### src/rtl/lrg_pkg.sv
package lrg_pkg;

    // Phase order is behaviour: sync, back porch, active, front porch.
    typedef enum logic [1:0] {
        PH_SYNC  = 2'd0,
        PH_BACK  = 2'd1,
        PH_ACT   = 2'd2,
        PH_FRONT = 2'd3
    } phase_t;

    typedef enum logic [1:0] {
        RS_IDLE  = 2'd0,
        RS_RUN   = 2'd1,
        RS_DRAIN = 2'd2
    } run_t;

endpackage

### src/rtl/lrg_pix_div.sv
module lrg_pix_div #(
    parameter int FW = 8
) (
    input  logic          clk,
    input  logic          rst_n,
    input  logic          clear,
    input  logic [FW-1:0] div,
    output logic          pix_first,
    output logic          pix_last,
    output logic          first_half
);
    localparam int PW = FW + 1;

    logic [PW-1:0] pcnt;
    logic [PW-1:0] plast;

    assign plast      = {div, 1'b1};
    assign pix_first  = (pcnt == '0);
    assign pix_last   = (pcnt == plast);
    assign first_half = (pcnt <= {1'b0, div});

    always_ff @(posedge clk or negedge rst_n) begin
        if (!rst_n)
            pcnt <= '0;
        else if (clear || pix_last)
            pcnt <= '0;
        else
            pcnt <= pcnt + 1'b1;
    end


    pcnt_bound_chk: assert property (@(posedge clk) disable iff (!rst_n)
        pcnt <= plast);

endmodule

### src/rtl/lrg_phase_seq.sv
module lrg_phase_seq
    import lrg_pkg::*;
#(
    parameter int CW = 12
) (
    input  logic                clk,
    input  logic                rst_n,
    input  logic                clear,
    input  logic                step,
    input  logic [3:0][CW-1:0]  last,
    output phase_t              ph,
    output logic [CW-1:0]       cnt,
    output logic                at_end
);
    phase_t        ph_nxt;
    logic [CW-1:0] cnt_nxt;
    logic          ph_done;

    assign ph_done = (cnt == last[ph]);
    assign at_end  = ph_done && (ph == PH_FRONT);

    always_comb begin
        ph_nxt  = ph;
        cnt_nxt = cnt;
        if (clear) begin
            ph_nxt  = PH_SYNC;
            cnt_nxt = '0;
        end else if (step) begin
            if (ph_done) begin
                cnt_nxt = '0;
                unique case (ph)
                    PH_SYNC:  ph_nxt = PH_BACK;
                    PH_BACK:  ph_nxt = PH_ACT;
                    PH_ACT:   ph_nxt = PH_FRONT;
                    PH_FRONT: ph_nxt = PH_SYNC;
                endcase
            end else begin
                cnt_nxt = cnt + 1'b1;
            end
        end
    end

    always_ff @(posedge clk or negedge rst_n) begin
        if (!rst_n) begin
            ph  <= PH_SYNC;
            cnt <= '0;
        end else begin
            ph  <= ph_nxt;
            cnt <= cnt_nxt;
        end
    end


    ph_step_chk: assert property (@(posedge clk) disable iff (!rst_n)
        (!step && !clear) |=> ($stable(ph) && $stable(cnt)));


    cnt_bound_chk: assert property (@(posedge clk) disable iff (!rst_n)
        cnt <= last[ph]);

endmodule

### src/rtl/lrg_run_ctl.sv
module lrg_run_ctl
    import lrg_pkg::*;
(
    input  logic clk,
    input  logic rst_n,
    input  logic en,
    input  logic frame_end,
    output run_t state,
    output logic busy
);
    run_t state_nxt;

    always_comb begin
        state_nxt = state;
        unique case (state)
            RS_IDLE:  if (en) state_nxt = RS_RUN;
            RS_RUN: begin
                if (!en && frame_end) state_nxt = RS_IDLE;
                else if (!en)         state_nxt = RS_DRAIN;
            end
            RS_DRAIN: begin
                if (en)             state_nxt = RS_RUN;
                else if (frame_end) state_nxt = RS_IDLE;
            end
            default:  state_nxt = RS_IDLE;
        endcase
    end

    always_ff @(posedge clk or negedge rst_n) begin
        if (!rst_n) state <= RS_IDLE;
        else        state <= state_nxt;
    end

    assign busy = (state != RS_IDLE);


    start_chk: assert property (@(posedge clk) disable iff (!rst_n)
        (state == RS_IDLE && en) |=> (state == RS_RUN));


    drain_chk: assert property (@(posedge clk) disable iff (!rst_n)
        (state == RS_DRAIN && !en && !frame_end) |=> (state == RS_DRAIN));

endmodule

### src/rtl/lcd_raster_gen.sv
module lcd_raster_gen
    import lrg_pkg::*;
#(
    parameter int FW       = 8,
    parameter int PIX_STEP = 16
) (
    input  logic          clk,
    input  logic          rst_n,
    input  logic          enable,
    input  logic [FW-1:0] hsync_w,
    input  logic [FW-1:0] hbp_w,
    input  logic [FW-1:0] hact_idx,
    input  logic [FW-1:0] hfp_w,
    input  logic [FW-1:0] vsync_w,
    input  logic [FW-1:0] vbp_w,
    input  logic [FW-1:0] vact_n,
    input  logic [FW-1:0] vfp_w,
    input  logic [FW-1:0] pclk_div,
    input  logic          edge_fall,
    input  logic          pclk_gate,
    input  logic          hs_pol,
    input  logic          vs_pol,
    input  logic          de_pol,
    input  logic          le_pol,
    input  logic [1:0]    vcmp_sel,
    input  logic          vcmp_ie,
    input  logic          vcmp_clr,
    output logic          hsync,
    output logic          vsync,
    output logic          de,
    output logic          pclk,
    output logic          line_end,
    output logic          pix_req,
    output logic          vcmp_pend,
    output logic          irq,
    output logic          busy
);
    localparam int CW = FW + $clog2(PIX_STEP);

    run_t             state;
    logic             run;
    logic             clear;
    logic             pix_first, pix_last, first_half;
    phase_t           h_ph, v_ph;
    logic [CW-1:0]    h_cnt, v_cnt;
    logic             h_end, v_end;
    logic             h_wrap, frame_end;
    logic [3:0][CW-1:0] h_last, v_last;
    logic [CW-1:0]    act_last;
    logic             hs_act, vs_act, de_act, le_act;
    logic             evt;

    assign run   = (state != RS_IDLE);
    assign clear = !run;

    assign act_last = (CW'(hact_idx) + CW'(1)) * CW'(PIX_STEP) - CW'(1);
    assign h_last   = {CW'(hfp_w), act_last, CW'(hbp_w), CW'(hsync_w)};
    assign v_last   = {CW'(vfp_w), CW'(vact_n), CW'(vbp_w), CW'(vsync_w)};

    lrg_pix_div #(.FW(FW)) u_div (
        .clk        (clk),
        .rst_n      (rst_n),
        .clear      (clear),
        .div        (pclk_div),
        .pix_first  (pix_first),
        .pix_last   (pix_last),
        .first_half (first_half)
    );

    lrg_phase_seq #(.CW(CW)) u_hseq (
        .clk    (clk),
        .rst_n  (rst_n),
        .clear  (clear),
        .step   (pix_last),
        .last   (h_last),
        .ph     (h_ph),
        .cnt    (h_cnt),
        .at_end (h_end)
    );

    assign h_wrap    = run && pix_last && h_end;
    assign frame_end = h_wrap && v_end;

    lrg_phase_seq #(.CW(CW)) u_vseq (
        .clk    (clk),
        .rst_n  (rst_n),
        .clear  (clear),
        .step   (h_wrap),
        .last   (v_last),
        .ph     (v_ph),
        .cnt    (v_cnt),
        .at_end (v_end)
    );

    lrg_run_ctl u_ctl (
        .clk       (clk),
        .rst_n     (rst_n),
        .en        (enable),
        .frame_end (frame_end),
        .state     (state),
        .busy      (busy)
    );

    // Output decode: every strobe parks inactive outside a running scan.
    always_comb begin
        hs_act   = run && (h_ph == PH_SYNC);
        vs_act   = run && (v_ph == PH_SYNC);
        de_act   = run && (h_ph == PH_ACT) && (v_ph == PH_ACT);
        le_act   = h_wrap;
        hsync    = hs_pol ? hs_act : !hs_act;
        vsync    = vs_pol ? vs_act : !vs_act;
        de       = de_pol ? de_act : !de_act;
        line_end = le_pol ? le_act : !le_act;
        pix_req  = de_act && pix_first;
        if (!run || (pclk_gate && !de_act))
            pclk = edge_fall;
        else
            pclk = first_half ^ edge_fall;
    end

    assign evt = run && (v_ph == phase_t'(vcmp_sel)) && (v_cnt == '0) &&
                 (h_ph == PH_SYNC) && (h_cnt == '0) && pix_first;

    always_ff @(posedge clk or negedge rst_n) begin
        if (!rst_n)        vcmp_pend <= 1'b0;
        else if (evt)      vcmp_pend <= 1'b1;
        else if (vcmp_clr) vcmp_pend <= 1'b0;
    end

    assign irq = vcmp_pend && vcmp_ie;


    de_excl_chk: assert property (@(posedge clk) disable iff (!rst_n)
        de_act |-> (!hs_act && !vs_act));


    evt_set_chk: assert property (@(posedge clk) disable iff (!rst_n)
        evt |=> vcmp_pend);


    clr_chk: assert property (@(posedge clk) disable iff (!rst_n)
        (vcmp_clr && !evt) |=> !vcmp_pend);


    req_chk: assert property (@(posedge clk) disable iff (!rst_n)
        pix_req |-> (de_act && !$isunknown(pclk)));


    park_chk: assert property (@(posedge clk) disable iff (!rst_n)
        !busy |-> (!hs_act && !vs_act && !de_act && (pclk == edge_fall)));

endmodule

### config.mk
export PLATFORM = sky130hd
export DESIGN_NAME = lcd_raster_gen
export DESIGN_NICKNAME = d
export VERILOG_FILES = /design/src/rtl/lrg_pkg.sv /design/src/rtl/lrg_pix_div.sv /design/src/rtl/lrg_phase_seq.sv /design/src/rtl/lrg_run_ctl.sv /design/src/rtl/lcd_raster_gen.sv
export SDC_FILE = /design/constraint.sdc
export NUM_CORES = 1
export LEC_CHECK = 0
export ABC_AREA = 1
export BUFFER_PORTS_ARGS = -buffer_cell sky130_fd_sc_hd__buf_4
export CORE_MARGIN = 2
export CORE_UTILIZATION = 25
export DETAILED_ROUTE_END_ITERATION = 8
export GPL_ROUTABILITY_DRIVEN = 0
export HOLD_SLACK_MARGIN = 0.06
export PLACE_DENSITY = 0.49
export SLEW_MARGIN = 20
export SYNTH_ARGS = -nofsm -noshare
export SYNTH_HDL_FRONTEND = slang
export SYNTH_SLANG_ARGS = --single-unit
### constraint.sdc
create_clock -name clk -period 3.7 [get_ports clk]
set_input_delay 0 -clock clk [delete_from_list [all_inputs] [get_ports clk]]
set_output_delay 0 -clock clk [all_outputs]
set_load 0.1 [all_outputs]
==> results.json <==
{
  "startpoint": "u_hseq.ph[0]",
  "synthesis.area_sq_um": 3840,
  "ys_top_cells_by_area": "dfrtp_1, nand2_1, ha_1",
  "fill_cells": 1655,
  "clkTransAtPathRegs_ps": 60,
  "crit_path_frequent_cell": "nand2_1",
  "drc": 0,
  "crit_path_top_delay_cell": "dfrtp_1",
  "cts_tree": "built",
  "ys_seq_area_share_pct": 26.1,
  "min_path_type": "in2reg",
  "num_rows": 45,
  "critPathCaptureType": "output pin",
  "required_ps": 3700,
  "outcome": "finished clean",
  "fin_crit_sh_pct": 75.4,
  "root_buffer": "clkbuf_16",
  "arrival_ps": 2790,
  "hpwl_um": 8800,
  "ctsHtreeMaxLevel": 2,
  "critPathKind": "reg2out",
  "yosysMostFrequentCell": "nand2_1",
  "ys_types": 41,
  "grt.met2_usage_pct": 22.7,
  "cts_buffers": 5,
  "port_buffers": 93,
  "min_from": "vcmp_sel[0]",
  "die_width_um": 128,
  "grt_use_met3_pct": 2.34,
  "vdd_drop_max_v": 0.000289,
  "place_area_sq_um": 4690,
  "grt_busiest_layer": "met2",
  "drive_gt1_share_pct": 18.7,
  "ant_nets": 0,
  "synth_top_area_share_pct": 26.1,
  "worst-slew-pin-transition_ps": 615,
  "grt_use_met1_pct": 18.5,
  "synth-async-reset-ratio_pct": 100,
  "finalHoldViolations": 0,
  "max-cap-violations": 0,
  "final_max_slew_viol_count": 0,
  "cp-start-kind": "flop",
  "yosysWarnings": 0,
  "cts.path.max_buffers": 2,
  "routed-via-count": 3958,
  "r2r_cells": 15,
  "core_area_sq_um": 15100,
  "postSynthCellCount": 587,
  "setup_viol": 0,
  "p_leak_nw": 2.42,
  "fin_area_sq_um": 4890,
  "ys_top_cells_by_count": "nand2_1, inv_1, nand3_1",
  "grt_pass1_vias": 3970,
  "routed_wirelength_um": 10800,
  "synth-edff-count": 0,
  "io_pins": 94,
  "period_minus_slack_ps": 2790,
  "gr-usage-all-layers_pct": 13.6,
  "dr.first_iter.drc_count": 232,
  "yosys.area.top_type": "dfrtp_1",
  "min_path_cells": 4,
  "path_max_fanout": 17,
  "die-area_sq_um": 16400,
  "synth_nets": 695,
  "antenna_found_initial": 0,
  "max_freq_mhz": 358,
  "grt_pass1_wl_um": 18600,
  "max_slew_margin_pct": 59.0,
  "dr.pass1.iters": 5,
  "grt_start_max_net_pins": 41,
  "fin_nets": 786,
  "routedWlPerCell_um": 12.5,
  "rsz0062_at_grt": "no",
  "worstPathCellList": "inv_4 -> o21ai_0 -> nand3b_1 -> nand2_1 -> nand2_1 -> nor2_1 -> nand2_1 -> nor2_1 -> nand2_1 -> nor2_2 -> nand3_4 -> xor2_1 -> buf_4",
  "synth_ff_type": "dfrtp_1",
  "synth_area_per_cell_sq_um": 6.54,
  "worstReg2RegStart": "u_hseq.ph[0]",
  "initial_utilization_pct": 25.4,
  "holdPathEnd": "vcmp_pend",
  "ys_seq_elements": 40,
  "regArea_sq_um": 1000,
  "grt_overflow": 0,
  "via_per_inst": 4.57,
  "multi_input_area_sq_um": 2460,
  "cts_num_sinks": 40,
  "worstReg2RegEnd": "u_vseq.ph[0]",
  "final.setup_skew_ps": 3.84,
  "insertion_delay_ps": 280,
  "antenna_cells": 0,
  "p_per_area_nw_per_um2": 375,
  "worst_path_largest_cell_delay_ps": 730,
  "die_h_um": 128,
  "path_delay_family": "simple AND/OR/NAND/NOR gates",
  "synthToLayoutAreaGrowth_pct": 27.3,
  "worst-path-buf-inv": 2,
  "setup_tns_ps": 0,
  "reg2reg_setup_slack_ps": 1200
}
==> metrics by stage <==
| stage | hold WS [ps] | instances | worst slack, ps | utilization, % | power (mW) |
|---|---|---|---|---|---|
| 2_1_floorplan | -296 | 587 | 307 | - | 1.16 |
| 3_3_place_gp | 16.7 | 856 | 1220 | 31.1 | 1.35 |
| 3_5_place_dp | 21.8 | 856 | 1160 | 31.1 | 1.36 |
| 4_1_cts | 122 | 867 | 874 | 32.4 | 1.86 |
| 5_1_grt | 145 | 867 | 613 | 32.4 | 1.98 |
| 6_report | 132 | 867 | 910 | 32.4 | 1.83 |
==> flip-flops by register name, indices dropped and copies added, names as in the netlist <==
register,flops
u_hseq.ph,2
u_ctl.state,2
u_vseq.ph,2
vcmp_pend,1
u_div.pcnt,9
u_vseq.cnt,12
u_hseq.cnt,12
==> worst min-delay path, cell delays in order <==
cell	delay [ps]
buf_4	100
a211oi_1	60
nand3_1	110
o21ai_0	90
==> final cells by class <==
type / instances / share of cell area, %
Multi-Input combinational cell: 459 / 50.4
Sequential cell: 40 / 20.5
Clock inverter: 3 / 0.871
Inverter: 75 / 5.84
Timing Repair Buffer: 97 / 15.1
Tap cell: 188 / 4.81
Clock buffer: 5 / 2.56
==> metal layers <==
layer / wire (um) / up-vias
li1: - / 2081
met1: 5180 / 1783
met5: 0 / -
met2: 5000 / 83
met3: 483 / 11
met4: 175 / 0
==> worst max-delay path by stage <==
stage / end / cells after the start
floorplan: de / 5
global placement: line_end / 14
detailed placement: u_vseq.ph[0] / 17
CTS: line_end / 15
global route: line_end / 15
finish: line_end / 13
==> logic make-up (layout without fill, tap and decap cells) <==
family,Yosys count,after routing,synth area share (%)
xor gates and xnor gates,34,34,7.76
adders and majority gates,23,23,7.50
DFF,40,40,26.1
AOI/OAI and AO/OA,64,64,9.39
and+or+nand+nor,338,338,39.3
buffers and inverters,88,180,9.98
==> cells in the final DEF, fill, tap and decap left out, drive strengths merged <==
cell,n
clkbuf,5
o21a,1
buf,94
or2,1
clkinvlp,1
o21ai,32
o21bai,1
nand3,57
and3,1
o2111ai,2
ha,23
nand4,13
xor2,31
nor3b,1
o32ai,1
clkinv,3
nor2,62
bufinv,1
nand3b,2
a21oi,18
a21o,1
o22a,1
a211oi,1
nor4b,1
nor4,6
inv,73
nor3,22
xnor2,3
o22ai,6
dfrtp,40
dlygate4sd3,3
nand2,172
==> repair_timing <==
item                                   4_1_cts  5_1_grt
hold buffers                                 3        0
setup buffers                                0        0
endpoints found under the hold margin       43        0
resized for setup                            0        0
==> power breakdown <==
| part | switching, mW | internal (mW) | total, mW |
|---|---|---|---|
| combinational | 0.515 | 0.282 | 0.797 |
| sequential | 0.0824 | 0.464 | 0.546 |
| clock | 0.174 | 0.317 | 0.490 |
Note: power is estimated with default switching activity, not from simulation.
